<file path="config.mk">
export PLATFORM = sky130hd
export DESIGN_NAME = f32_min_unit
export DESIGN_NICKNAME = d
export VERILOG_FILES = /design/src/rtl/f32_min_unit.sv
export SDC_FILE = /design/constraint.sdc
export NUM_CORES = 1
export LEC_CHECK = 0
export BUFFER_PORTS_ARGS = -buffer_cell sky130_fd_sc_hd__buf_2
export CORE_AREA = 2 2 306 308
export DETAILED_ROUTE_END_ITERATION = 7
export DIE_AREA = 0 0 308 310
export GPL_TIMING_DRIVEN = 0
export PLACE_DENSITY = 0.31
export SYNTH_ARGS = -nofsm -noshare
export SYNTH_HDL_FRONTEND = slang
export SYNTH_SLANG_ARGS = --single-unit
</file>
<file path="constraint.sdc">
create_clock -name clk -period 4.2 [get_ports clk]
set_input_delay 0.84 -clock clk [delete_from_list [all_inputs] [get_ports clk]]
set_output_delay 0.84 -clock clk [all_outputs]
set_load 0.03 [all_outputs]
</file>
<file path="src/rtl/f32_min_unit.sv">
module f32_min_unit #(
  parameter bit REGISTER_OUT = 1'b1,
  parameter int VEC_W  = 128,
  parameter int DEST_W = 256
) (
  input  logic              clk,
  input  logic              rst,
  input  logic              in_valid,
  input  logic              mode,
  input  logic [VEC_W-1:0]  src_a,
  input  logic [VEC_W-1:0]  src_b,
  input  logic [DEST_W-1:0] old_dest,
  output logic              out_valid,
  output logic [DEST_W-1:0] dest,
  output logic              flag_invalid,
  output logic              flag_denormal
);
  localparam int LANE_W = 32;
  localparam int EXP_W  = 8;
  localparam int MAN_W  = 23;
  localparam int HI_W   = DEST_W - LANE_W;
  localparam int TOP_W  = DEST_W - VEC_W;

  logic [LANE_W-1:0] a, b;
  assign a = src_a[LANE_W-1:0];
  assign b = src_b[LANE_W-1:0];

  logic a_nan, b_nan, a_zero, b_zero, a_sub, b_sub;
  assign a_nan  = (&a[LANE_W-2:MAN_W]) && (|a[MAN_W-1:0]);
  assign b_nan  = (&b[LANE_W-2:MAN_W]) && (|b[MAN_W-1:0]);
  assign a_zero = ~|a[LANE_W-2:0];
  assign b_zero = ~|b[LANE_W-2:0];
  assign a_sub  = (~|a[LANE_W-2:MAN_W]) && (|a[MAN_W-1:0]);
  assign b_sub  = (~|b[LANE_W-2:MAN_W]) && (|b[MAN_W-1:0]);

  logic a_less;
  always_comb begin
    if (a[LANE_W-1] != b[LANE_W-1])
      a_less = a[LANE_W-1];
    else if (!a[LANE_W-1])
      a_less = a[LANE_W-2:0] < b[LANE_W-2:0];
    else
      a_less = a[LANE_W-2:0] > b[LANE_W-2:0];
  end

  logic take_a;
  assign take_a = a_less && !(a_zero && b_zero) && !a_nan && !b_nan;

  logic [HI_W-1:0] upper;
  assign upper = mode ? {{TOP_W{1'b0}}, src_a[VEC_W-1:LANE_W]}
                      : old_dest[DEST_W-1:LANE_W];

  logic [DEST_W-1:0] next_dest;
  assign next_dest = {upper, take_a ? a : b};

  generate
    if (REGISTER_OUT) begin : g_reg
      always_ff @(posedge clk) begin
        if (rst) out_valid <= 1'b0;
        else     out_valid <= in_valid;
        if (in_valid) begin
          dest          <= next_dest;
          flag_invalid  <= a_nan || b_nan;
          flag_denormal <= a_sub || b_sub;
        end
      end

      assert_one_source_R1: assert property (@(posedge clk) disable iff (rst)
        in_valid |=> (dest[31:0] == $past(src_a[31:0])) || (dest[31:0] == $past(src_b[31:0])));
      assert_zero_pair_R2: assert property (@(posedge clk) disable iff (rst)
        in_valid && src_a[30:0] == 31'd0 && src_b[30:0] == 31'd0 |=> dest[31:0] == $past(src_b[31:0]));
      assert_nan_second_R3: assert property (@(posedge clk) disable iff (rst)
        in_valid && ((src_a[30:23] == 8'hFF && src_a[22:0] != 23'd0) ||
                     (src_b[30:23] == 8'hFF && src_b[22:0] != 23'd0))
        |=> dest[31:0] == $past(src_b[31:0]) && flag_invalid);
      assert_preserve_R6: assert property (@(posedge clk) disable iff (rst)
        in_valid && !mode |=> dest[DEST_W-1:32] == $past(old_dest[DEST_W-1:32]));
      assert_clear_top_R7: assert property (@(posedge clk) disable iff (rst)
        in_valid && mode |=> dest[DEST_W-1:VEC_W] == '0 && dest[VEC_W-1:32] == $past(src_a[VEC_W-1:32]));
      assert_valid_follow_R10: assert property (@(posedge clk) disable iff (rst)
        in_valid |=> out_valid);
      assert_valid_idle_R10: assert property (@(posedge clk) disable iff (rst)
        !in_valid |=> !out_valid);
    end else begin : g_comb
      assign out_valid     = in_valid;
      assign dest          = next_dest;
      assign flag_invalid  = a_nan || b_nan;
      assign flag_denormal = a_sub || b_sub;
    end
  endgenerate
endmodule

</file>
==> flow_metrics.py <==
metrics = {
    "sta": {
        "timing.max_slew.rel_slack": 0.237,
        "setup_viol": 0,
        "max_slew.worst_pin.slew_ps": 1150,
        "final.min_clock_period_ps": 3490,
        "whs_ps": 442,
        "share_of_the_clock_period_used_by_the_worst_path_after_layout": 0.831,
        "rsz0062_at_grt": "no",
        "finalHoldViolations": 0,
        "timing.fmax_mhz": 286,
        "maxSlewViolCount": 0,
    },
    "finish": {
        "finish.utilization": 0.186,
        "commonest_non_fill_non_tap_cell_in_the_layout": "sky130_fd_sc_hd__buf_2",
        "layout.cells.most_common_list": "sky130_fd_sc_hd__buf_2, sky130_fd_sc_hd__edfxtp_1, sky130_fd_sc_hd__nor2b_1",
        "stdcell_area_sq_mm": 0.0172,
        "drive_gt1_frac": 0.593,
        "num-nets-final": 1923,
        "synthToLayoutAreaGrowth_pct": 52.8,
    },
    "power_and_ir_drop": {
        "power-per-cell-area_mw_per_mm2": 439,
        "leakage_nw": 7.18,
        "vdd_ir_drop_max_v": 0.000219,
        "report.power.total_mw": 7.56,
    },
    "clock_network": {
        "cts.repair.resized": 0,
        "numCtsBuffers": 37,
        "cts_hold_buffers": 0,
        "root_cell_of_the_clock_tree": "sky130_fd_sc_hd__clkbuf_16",
        "htree_levels": 2,
        "tritoncts": "done",
        "cts_post_setup_buffers_inserted": 0,
        "cts.reportedPaths.clkPinSlew_ps": 50,
        "clock_path_buffers": 3,
        "cts.sinks": 259,
    },
    "worst_hold_path": {
        "timing.hold.worst.class": "in2reg",
    },
    "global_routing": {
        "grt_pass1_vias": 8988,
        "wire_length_of_the_first_global_routing_pass_um": 63000,
        "grt_start_max_net_pins": 115,
        "antenna_found_initial": 8,
        "grtUsageTotal": 0.0920,
        "grt.overflow.total": 0,
    },
    "synth": {
        "async_set_or_reset_flop_fraction_in_the_synthesized_netlist": 0,
        "synth_flop_cell": "sky130_fd_sc_hd__edfxtp_1",
        "synth-edff-count": 258,
        "syn_avg_cell_area_sq_um": 16.3,
        "ys_warn_count": 0,
        "synthDistinctLibCells": 36,
        "post_synth_inst_count": 690,
        "synth_sequential_area_ratio": 0.689,
        "synth.cell_area_sq_mm": 0.0113,
        "synth_seq_cells": 259,
        "mappedNetlistNets": 1237,
    },
    "worst_setup_path": {
        "setup.worst_path.class": "in2reg",
        "critPathLaunchType": "primary input",
        "timing.critical_path.slowest_cell_delay_ps": 670,
        "worstSetupEndpoint": "dest[22]",
        "critical_path_arrival_ps": 3780,
        "critical_path.cell_chain": "buf_2 > inv_1 > ha_1 > a21oi_1 > a21oi_1 > o31a_1 > a2111oi_1 > o221ai_1 > mux2i_2 > buf_6 > mux2_4",
        "critical_path.endpoint_type": "register",
        "critical_path.most_common_cell": "sky130_fd_sc_hd__a21oi_1",
        "setup.worst_path.start": "src_b[2]",
        "timing.critical_path.slowest_stage_cell": "sky130_fd_sc_hd__a2111oi_1",
        "crit_fanout": 10,
        "worst-endpoint-required_ps": 4490,
    },
    "status": {
        "outcome": "finished clean",
    },
    "detailed_routing": {
        "mean_routed_wirelength_per_cell_um": 17.9,
        "vias": 8416,
        "drt_first_iter_violations": 430,
        "post-route-drc-count": 0,
        "wl_um": 46600,
        "ant_nets": 0,
        "drt-vias-per-instance": 3.23,
        "drt_pre_antenna_iters": 4,
    },
    "placement": {
        "port-buffer-count": 645,
        "dp_hpwl_um": 36900,
        "post_dp_cell_area_sq_mm": 0.0161,
        "gp_routability_congestion": 0.744,
    },
    "floorplanning": {
        "pin_count": 775,
        "die_h_um": 310,
        "rows": 112,
        "die-area_sq_mm": 0.0955,
        "core-area_sq_mm": 0.0925,
        "fp.dieW_um": 308,
        "initial_utilization": 0.122,
    },
    "flow_run": {
        "maxCapViolations": 0,
    },
}
## cells in the mapped netlist, drive strengths merged, types with 4 or more instances
library cell,count,area (sq um)
mux2,127,1540
nand4,13,81.3
buf,7,48.8
a21oi,9,45.0
a21o,4,30.0
ha,31,388
nand3,6,35.0
inv,32,120
clkbuf,21,78.8
nand2,8,30.0
nor2b,129,807
edfxtp,258,7750
nor2,9,36.3
nor4,13,81.3
o21ai,4,20.0
## worst max-delay path: cells and delay by family
family,cells,cell delay [ps]
AO/OA/AOI/OAI,5,1460
buffers and inverters,3,420
multiplexers,2,750
adder cells (fa/ha/maj),1,300
## layout make-up
cell class	instances	area [sq um]
fill	10238	75300
sequential	259	7770
timing repair buffer	647	3290
multi-input combinational	371	3260
tap	1197	1500
clock buffer	48	998
clock inverter	17	160
buffer	28	128
inverter	32	120
antenna	3	7.51
## routing by layer
layer,vias to the layer above,global-route usage,share of wire
met3,55,0.0326,0.083
li1,3958,-,-
met4,4,0.0309,0.021
met2,330,0.166,0.52
met1,4069,0.0996,0.38
met5,-,0,0.00051
## how the worst min path moves through the flow
stage / from / depth (start not counted) / end / slack [ps]
6_report: rst / 2 / out_valid / 440
5_1_grt: rst / 2 / out_valid / 410
4_1_cts: rst / 2 / out_valid / 380
3_5_place_dp: rst / 2 / out_valid / 1000
3_3_place_gp: rst / 2 / out_valid / 1000
2_1_floorplan: rst / 1 / out_valid / 910
## through the flow
| stage | instances | TNS [ps] | worst slack [ps] |
|---|---|---|---|
| 6_report | 2602 | 0 | 709 |
| 5_1_grt | 2602 | 0 | 556 |
| 4_1_cts | 2599 | 0 | 629 |
| 3_5_place_dp | 2534 | 0 | 22.7 |
| 3_3_place_gp | 2532 | -515760 | -2040 |
| 2_1_floorplan | 690 | 0 | 963 |
## flip-flops by register name, indices dropped and copies added, names as in the netlist
name and count:
flag_denormal 1, out_valid 1, flag_invalid 1, dest 256
## where the power goes
group / leakage, nW / total [mW] / switching (mW) / internal (mW)
Sequential: 2.51 / 3.16 / 0.0511 / 3.11
Clock: 0.563 / 3.07 / 1.26 / 1.80
Combinational: 4.11 / 1.34 / 0.872 / 0.469
Total: 7.18 / 7.56 / 2.18 / 5.38
## kinds of logic (layout without fill, tap and decap cells)
logic type      count (synthesis)  after routing  synth area share
mux                           128            128             0.138
flops                         259            259             0.689
fa+ha+maj                      31             31            0.0344
other cells                     0              3                 0
simple gates                  185            185            0.0990
compound gates                 27             27            0.0176
buf+inv                        60            772            0.0220
Power figures use the tool's default switching activity.
